--- config.mk ---
export PLATFORM = sky130hd
export DESIGN_NAME = setpoint_rx
export DESIGN_NICKNAME = d
export VERILOG_FILES = /design/src/rtl/setpoint_rx_pkg.sv /design/src/rtl/setpoint_rx_sync.sv /design/src/rtl/setpoint_rx_edge.sv /design/src/rtl/setpoint_rx_shifter.sv /design/src/rtl/setpoint_rx_hold.sv /design/src/rtl/setpoint_rx.sv
export SDC_FILE = /design/constraint.sdc
export NUM_CORES = 1
export LEC_CHECK = 0
export ABC_AREA = 1
export CORE_MARGIN = 1.5
export CORE_UTILIZATION = 53
export CTS_CLUSTER_SIZE = 12
export DETAILED_ROUTE_END_ITERATION = 8
export PLACE_DENSITY = 0.82
export SLEW_MARGIN = 20
export SYNTH_ARGS = -nofsm -noshare
export SYNTH_HDL_FRONTEND = slang
export SYNTH_SLANG_ARGS = --single-unit
export TNS_END_PERCENT = 100
--- constraint.sdc ---
create_clock -name clk_i -period 1.8 [get_ports clk_i]
set_input_delay 0.18 -clock clk_i [delete_from_list [all_inputs] [get_ports clk_i]]
set_output_delay 0.18 -clock clk_i [all_outputs]
set_load 0.02 [all_outputs]
--- src/rtl/setpoint_rx_pkg.sv ---
package setpoint_rx_pkg;
  localparam int unsigned N_LINES = 4;

  typedef enum int unsigned {
    LN_STRB = 0,
    LN_LTCH = 1,
    LN_SCLK = 2,
    LN_SDAT = 3
  } line_e;

  // idle: strobe, latch, serial clock high; data low
  localparam logic [N_LINES-1:0] LINE_IDLE = 4'b0111;
endpackage

--- src/rtl/setpoint_rx_sync.sv ---
module setpoint_rx_sync #(
  parameter int unsigned W      = 4,
  parameter int unsigned STAGES = 2,
  parameter logic [W-1:0] RST_VAL = '0
) (
  input  logic         clk_i,
  input  logic         rst_ni,
  input  logic [W-1:0] d_i,
  output logic [W-1:0] q_o
);
  logic [W-1:0] stg [STAGES];

  for (genvar s = 0; s < STAGES; s++) begin : g_stage
    if (s == 0) begin : g_first
      always_ff @(posedge clk_i or negedge rst_ni) begin
        if (!rst_ni) stg[s] <= RST_VAL;
        else         stg[s] <= d_i;
      end
    end else begin : g_next
      always_ff @(posedge clk_i or negedge rst_ni) begin
        if (!rst_ni) stg[s] <= RST_VAL;
        else         stg[s] <= stg[s-1];
      end
    end
  end

  assign q_o = stg[STAGES-1];
endmodule

--- src/rtl/setpoint_rx_edge.sv ---
module setpoint_rx_edge #(
  parameter int unsigned W = 4,
  parameter logic [W-1:0] RST_VAL = '0
) (
  input  logic         clk_i,
  input  logic         rst_ni,
  input  logic [W-1:0] lvl_i,
  output logic [W-1:0] rise_o,
  output logic [W-1:0] fall_o
);
  logic [W-1:0] prev_q;

  always_ff @(posedge clk_i or negedge rst_ni) begin
    if (!rst_ni) prev_q <= RST_VAL;
    else         prev_q <= lvl_i;
  end

  assign rise_o = lvl_i & ~prev_q;
  assign fall_o = ~lvl_i & prev_q;
endmodule

--- src/rtl/setpoint_rx_shifter.sv ---
module setpoint_rx_shifter #(
  parameter int unsigned CODE_W = 12,
  parameter int unsigned CNT_W  = $clog2(CODE_W + 2)
) (
  input  logic              clk_i,
  input  logic              rst_ni,
  input  logic              clr_i,
  input  logic              shift_i,
  input  logic              din_i,
  output logic [CODE_W-1:0] word_o,
  output logic [CNT_W-1:0]  cnt_o,
  output logic              full_o
);
  // saturate one above a full word so overruns stay visible
  localparam logic [CNT_W-1:0] CNT_FULL = CNT_W'(CODE_W);
  localparam logic [CNT_W-1:0] CNT_SAT  = CNT_W'(CODE_W + 1);

  logic [CODE_W-1:0] word_q;
  logic [CNT_W-1:0]  cnt_q;
  logic [CNT_W-1:0]  cnt_inc;

  assign cnt_inc = (cnt_q == CNT_SAT) ? cnt_q : cnt_q + 1'b1;

  always_ff @(posedge clk_i or negedge rst_ni) begin
    if (!rst_ni) begin
      cnt_q <= '0;
    end else if (clr_i) begin
      cnt_q <= shift_i ? CNT_W'(1) : '0;
    end else if (shift_i) begin
      cnt_q <= cnt_inc;
    end
  end

  always_ff @(posedge clk_i or negedge rst_ni) begin
    if (!rst_ni)      word_q <= '0;
    else if (shift_i) word_q <= {word_q[CODE_W-2:0], din_i};
  end

  assign word_o = word_q;
  assign cnt_o  = cnt_q;
  assign full_o = (cnt_q == CNT_FULL);
endmodule

--- src/rtl/setpoint_rx_hold.sv ---
module setpoint_rx_hold #(
  parameter int unsigned CODE_W = 12
) (
  input  logic              clk_i,
  input  logic              rst_ni,
  input  logic              load_i,
  input  logic              reject_i,
  input  logic [CODE_W-1:0] word_i,
  output logic [CODE_W-1:0] code_o,
  output logic              valid_o,
  output logic              err_o
);
  always_ff @(posedge clk_i or negedge rst_ni) begin
    if (!rst_ni) begin
      code_o  <= '0;
      valid_o <= 1'b0;
      err_o   <= 1'b0;
    end else begin
      valid_o <= load_i;
      err_o   <= reject_i & ~load_i;
      if (load_i) code_o <= word_i;
    end
  end
endmodule

--- src/rtl/setpoint_rx.sv ---
module setpoint_rx
  import setpoint_rx_pkg::*;
#(
  parameter int unsigned CODE_W      = 12,
  parameter int unsigned SYNC_STAGES = 2
) (
  input  logic              clk_i,
  input  logic              rst_ni,
  input  logic              strobe_i,
  input  logic              latch_i,
  input  logic              sclk_i,
  input  logic              sdata_i,
  output logic [CODE_W-1:0] code_o,
  output logic              code_valid_o,
  output logic              frame_err_o,
  output logic              ready_o
);
  localparam int unsigned CNT_W = $clog2(CODE_W + 2);

  logic [N_LINES-1:0] lines_raw, lines_s, lines_rise, lines_fall;
  logic strb_s, ltch_s, sclk_s, sdat_s;
  logic shift_en, strobe_drop, latch_done, accept, reject;
  logic [CODE_W-1:0] asm_word;
  logic [CNT_W-1:0]  bit_cnt;
  logic              word_full;

  always_comb begin
    lines_raw          = '0;
    lines_raw[LN_STRB] = strobe_i;
    lines_raw[LN_LTCH] = latch_i;
    lines_raw[LN_SCLK] = sclk_i;
    lines_raw[LN_SDAT] = sdata_i;
  end

  setpoint_rx_sync #(
    .W      (N_LINES),
    .STAGES (SYNC_STAGES),
    .RST_VAL(LINE_IDLE)
  ) u_sync (
    .clk_i (clk_i),
    .rst_ni(rst_ni),
    .d_i   (lines_raw),
    .q_o   (lines_s)
  );

  setpoint_rx_edge #(
    .W      (N_LINES),
    .RST_VAL(LINE_IDLE)
  ) u_edge (
    .clk_i (clk_i),
    .rst_ni(rst_ni),
    .lvl_i (lines_s),
    .rise_o(lines_rise),
    .fall_o(lines_fall)
  );

  assign strb_s = lines_s[LN_STRB];
  assign ltch_s = lines_s[LN_LTCH];
  assign sclk_s = lines_s[LN_SCLK];
  assign sdat_s = lines_s[LN_SDAT];

  assign shift_en    = lines_rise[LN_SCLK] & ~strb_s;
  assign strobe_drop = lines_fall[LN_STRB];
  // rising latch implies a prior low phase: the pulse is complete
  assign latch_done  = lines_rise[LN_LTCH] & strb_s;
  assign accept      = latch_done & word_full;
  assign reject      = latch_done & ~word_full;

  setpoint_rx_shifter #(
    .CODE_W(CODE_W),
    .CNT_W (CNT_W)
  ) u_shift (
    .clk_i  (clk_i),
    .rst_ni (rst_ni),
    .clr_i  (strobe_drop),
    .shift_i(shift_en),
    .din_i  (sdat_s),
    .word_o (asm_word),
    .cnt_o  (bit_cnt),
    .full_o (word_full)
  );

  setpoint_rx_hold #(
    .CODE_W(CODE_W)
  ) u_hold (
    .clk_i   (clk_i),
    .rst_ni  (rst_ni),
    .load_i  (accept),
    .reject_i(reject),
    .word_i  (asm_word),
    .code_o  (code_o),
    .valid_o (code_valid_o),
    .err_o   (frame_err_o)
  );

  assign ready_o = strb_s & ltch_s & sclk_s;
endmodule

* Word-level counts from Yosys, hierarchy flattened *
Index checks and enable logic that the tools add are counted.

operators by class
  bitwise logic cells = 14
  reductions and logical operators = 2
  mux-type cells = 4
  equal/unequal tests = 3
  $add $sub $neg = 1

operator list
  operator                                                       number
  4-bit two-way mux                                              3
  1-bit bitwise AND                                              8
  4-bit == test, second input constant                           2
  4-bit by 1-bit adder with 4-bit output, second input constant  1
  1-bit NOT                                                      4
  3-bit bitwise AND                                              1
  3-bit NOT                                                      1
  2-bit inequality test, second input constant                   1
  2-bit AND reduction                                            1
  2-bit nonzero test                                             1
  1-bit two-way mux                                              1

storage, ports and cells
  register bits after elaboration = 41
  input port bits = 6
  output and inout port bits = 15
  logic and storage cells = 32

* Logic depth before layout (Yosys ltp) *
  depth after elaboration = 6
  gate-level depth with buffers = 8
  gate-level depth less buffers = 8

* Modules after synthesis *
A second synthesis with hierarchy kept.

unflattened totals
  cell total of the unflattened synthesis = 172
  area total of the unflattened synthesis = 1672.9 µm²

by module, submodules not included
  module               cells an instance  area each (µm²)  instances  sequential area each (µm²)
  setpoint_rx_shifter  76                 721.9            1          400.4
  setpoint_rx_hold     55                 515.5            1          350.3
  setpoint_rx_sync     12                 237.7            1          207.7
  setpoint_rx_edge     20                 163.9            1          103.8
  setpoint_rx          9                  33.8             1          0.0

* Worst setup path after synthesis *
No wires, ideal clock.

  path kind = flip-flop to output port
  start = reg u_sync.stg, in the netlist u_sync.q_o[0]
  end = out ready_o
  arrival = 1.110 ns
  data required time = 1.620 ns
  cell stages (with the launch flop) = 3
  slack = 0.510 ns
  path buffers = 0
  path through = dfstp_2 inv_1 nor3_1

on the way
  longest elaborated chain between the ends = 2

RTL lines
  item                             RTL line                source
  start, declared                  setpoint_rx_sync.sv:11  logic [W-1:0] stg [STAGES];
  start signal, assigned by index  setpoint_rx_sync.sv:22  else stg[s] <= stg[s-1];
  1-bit bitwise AND (2 in a row)   setpoint_rx.sv:96       assign ready_o = strb_s & ltch_s & sclk_s;
  end, declared                    setpoint_rx.sv:16       output logic ready_o

Every way passes these cells.

* Final worst setup path *
  start = reg u_shift.cnt_q[0] (netlist: u_shift.cnt_o[0])
  end = reg u_hold.code_o[8]

on the way
  longest elaborated chain between the ends = 2

RTL lines
  item                    RTL line                   source
  start, declared         setpoint_rx_shifter.sv:19  logic [CNT_W-1:0] cnt_q;
  start signal, assigned  setpoint_rx_shifter.sv:28  cnt_q <= shift_i ? CNT_W'(1) : '0;
  start signal, assigned  setpoint_rx_shifter.sv:30  cnt_q <= cnt_inc;
  4-bit == test           setpoint_rx_shifter.sv:41  assign full_o = (cnt_q == CNT_FULL);
  1-bit bitwise AND       setpoint_rx.sv:66          assign accept = latch_done & word_full;
  end signal, assigned    setpoint_rx_hold.sv:21     if (load_i) code_o <= word_i;
  end, declared           setpoint_rx_hold.sv:9      output logic [CODE_W-1:0] code_o,

Every way passes these cells.
A chain may end at the register's enable or synchronous reset.

==> results.cfg <==
[power]
power_w = 0.001792
powerDensity_mw_per_mm2 = 943.5
power_leakage_nw = 0.9803
pwr-share-seq_pct = 58.4
vdd_drop_max_uv = 679.6
clkPwrFrac_pct = 34.3
combPwrFrac_pct = 7.3
intPower_w = 0.001374
switching_share_pct = 23.32
power.switching_w = 0.0004179

[sta]
slew_headroom_pct = 42.32
setup_tns_ns = 0
rsz0062_at_grt = false
finalClockSkew_ns = 0.01211
tightest_slew_ns = 0.8652
hold_violations = 0
setup_ws_ns = 0.2367
final_max_slew_viol_count = 0
setup_viol = 0
timing.fmax_mhz = 639.7
fin_crit_sh_pct = 86.85
fin_crit_ns = 1.563

[die]
start_util_pct = 56.97
die_w_um = 58.14
dieArea_sq_mm = 0.003380
rows = 19
core-area_sq_mm = 0.002829
die_h_um = 58.14
ios = 21

[global_route]
antenna_found_initial = 0
grt_pass1_vias = 1093
grt_first_pass_wirelength_mm = 4.616
grt.total_usage_pct = 18.65
overflow = 0
grt_max_degree = 42

[setup_path]
worstPathCellList = inv_1, ha_1, nand3_4, nor2_4, nand2_1, nand2_1
slowest_delay_ns = 0.46
crit_path_max_fanout = 13
crit_slowest_cell = dfrtp_1
crit_family = simple AND/OR/NAND/NOR gates
cp-end-kind = flip-flop
cp-start-kind = flip-flop
crit_type = flip-flop to flip-flop
cp_data_required_time_ns = 2.09
cpMostUsedCell = nand2_1
crit_buf_inv = 1
arrival_ns = 1.85

[cells_and_area]
area_growth_pct = 17.86
drive_above_1_share_pct = 13.51
most-common-layout-cells = nand2_1 (69), dfrtp_1 (32), clkdlybuf4s50_1 (18)
n_antenna_cell = 0
final_nets = 193
layout_commonest_cell = nand2_1

[logic_synthesis]
synth_fp_nets = 170
synth_warnings = 0
synth_seq_cells = 41
synth_area_sq_mm = 0.001612
syn_avg_cell_area_sq_um = 10.01
synth_cell_types = 23
synth_seq_area_share_pct = 64.36
syn_inst = 161

[place]
dp_hpwl_mm = 1.753
gp_congestion = 0.7368
io_buffers = 20
post-place-ws_ns = 0.1934

[clocking]
path_clk_slew_ns = 0.12
cts_tree = done
clock_latency_ns = 0.34
clockRootBuffer = clkbuf_4
tritoncts.num_buffers = 5
cts_buffer_depth = 2
htreeDepth = 2
clock-sinks = 41

[job]
maxCapViolCount = 0

[route]
routedWlPerCell_um = 12.45
vias = 1128
drc = 1
postRouteAntennaNets = 0
wl_mm = 2.689
drt_iter0_markers = 28
dr.pass1.iters = 6
viasPerCell = 5.222

[hold_path]
hp-class = primary input to flip-flop

[outcome]
violations = DRC
status = complete, but fails checks
==> worst paths after layout <==
| check | start | end | slack, ns | depth (start not counted) |
|---|---|---|---|---|
| worst max-delay path | u_shift.cnt_o[0]$_DFFE_PN0P_ | u_hold.code_o[8]$_DFFE_PN0P_ | 0.24 | 6 |
| worst min-delay path | strobe_i | u_sync.stg[4]$_DFF_PN1_ | 0.24 | 1 |
| worst max register to register | u_shift.cnt_o[0]$_DFFE_PN0P_ | u_hold.code_o[8]$_DFFE_PN0P_ | 0.24 | 6 |
| worst min register to register | u_sync.stg[4]$_DFF_PN1_ | u_sync.q_o[0]$_DFF_PN1_ | 0.36 | 0 |
| max in group asynchronous | rst_ni | u_shift.word_o[7]$_DFFE_PN0P_ | 0.78 | 2 |
| min in group asynchronous | rst_ni | u_hold.code_o[11]$_DFFE_PN0P_ | 0.48 | 2 |
==> cell usage after synthesis <==
cell      number  share of area (%)
dfstp_2        9                 15
o21ai_1        6                1.9
ha_1           3                2.3
nand3_4        1                1.1
nand2_1       69                 16
xor2_1         1               0.54
nand3_2        1               0.62
nor2_4         1               0.70
buf_6          2                1.4
a31oi_1        1               0.39
nand3_1        5                1.6
clkbuf_1       1               0.23
nor3_1         1               0.31
dfrtp_1       32                 50
nand2_2        1               0.39
buf_4          1               0.47
nand2_4        1               0.70
nand4_1        1               0.39
nor2_2         1               0.39
inv_1         10                2.3
buf_2          2               0.62
nor2_1         2               0.47
o21ai_0        9                2.8
==> what timing repair did <==
item / 4_1_cts / 5_1_grt
resized for setup: 1 / 3
hold endpoints to repair: 32 / 0
hold buffers: 1 / 0
endpoints found under the setup margin: 1 / 1
buffers inserted: 0 / 0
==> worst reg2reg max path, delay by kind of cell (launching register included) <==
family / cells / cell delay, ns
buffers and inverters: 1 / 0.12
adders and majority gates: 1 / 0.23
and+or+nand+nor: 4 / 0.70
DFF: 1 / 0.46
==> area by class of cell <==
cell class	count	area, sq um
clock buffers	7	55.05
clock inverters	1	30.03
fillers	213	929.6
inverters	10	37.54
multi-input cells	104	493.0
flip-flops and latches	41	1037
well taps	31	38.79
repair buffers	22	207.7
==> cell families (layout without fill, tap and decap cells) <==
kind of cell               Yosys count  after routing  share of synthesized area, %
adders and majority gates            3              3                         2.329
and+or+nand+nor                     84             84                         22.67
buffers and inverters               16             40                         5.047
AOI/OAI and AO/OA                   16             16                         5.047
DFF                                 41             41                         64.36
xor gates and xnor gates             1              1                        0.5436
==> layer usage <==
metal	share of wire, %	track usage (%)	vias up	wire, um
met3	3.9	5.357	8	104
met2	47	30.52	28	1259
li1	-	-	549	-
met4	2.5	11.30	0	68
met5	0	0	-	0
met1	47	21.73	543	1256
==> sequential cells by signal, summed over array words and instances (netlist names) <==
| register | flops |
|---|---|
| u_hold.valid_o | 1 |
| u_edge.prev_q | 3 |
| u_sync.q_o | 4 |
| u_hold.code_o | 12 |
| u_hold.err_o | 1 |
| u_shift.word_o | 12 |
| u_sync.stg | 4 |
| u_shift.cnt_o | 4 |
==> stage by stage <==
step | cell area (sq um) | std cells | util [%] | hold WS (ns)
after floorplan | 1612 | 161 | - | -0.1156
after global placement | 1809 | 207 | 63.95 | 0.3341
after detailed placement | 1809 | 207 | 63.95 | 0.3360
after CTS | 1903 | 216 | 67.27 | 0.2202
after global routing | 1899 | 216 | 67.14 | 0.2298
final | 1899 | 216 | 67.14 | 0.2368
==> power by group through the flow <==
stage	registers, W	clock network (W)	logic [W]
finish	0.00105	0.000615	0.000130
global route	0.00106	0.000657	0.000152
CTS	0.00105	0.000627	0.000133
detailed placement	0.00106	0	0.000129
global placement	0.00106	0	0.000122
floorplan	0.00105	0	0.0000839
Note: power is estimated with default switching activity, not from simulation.
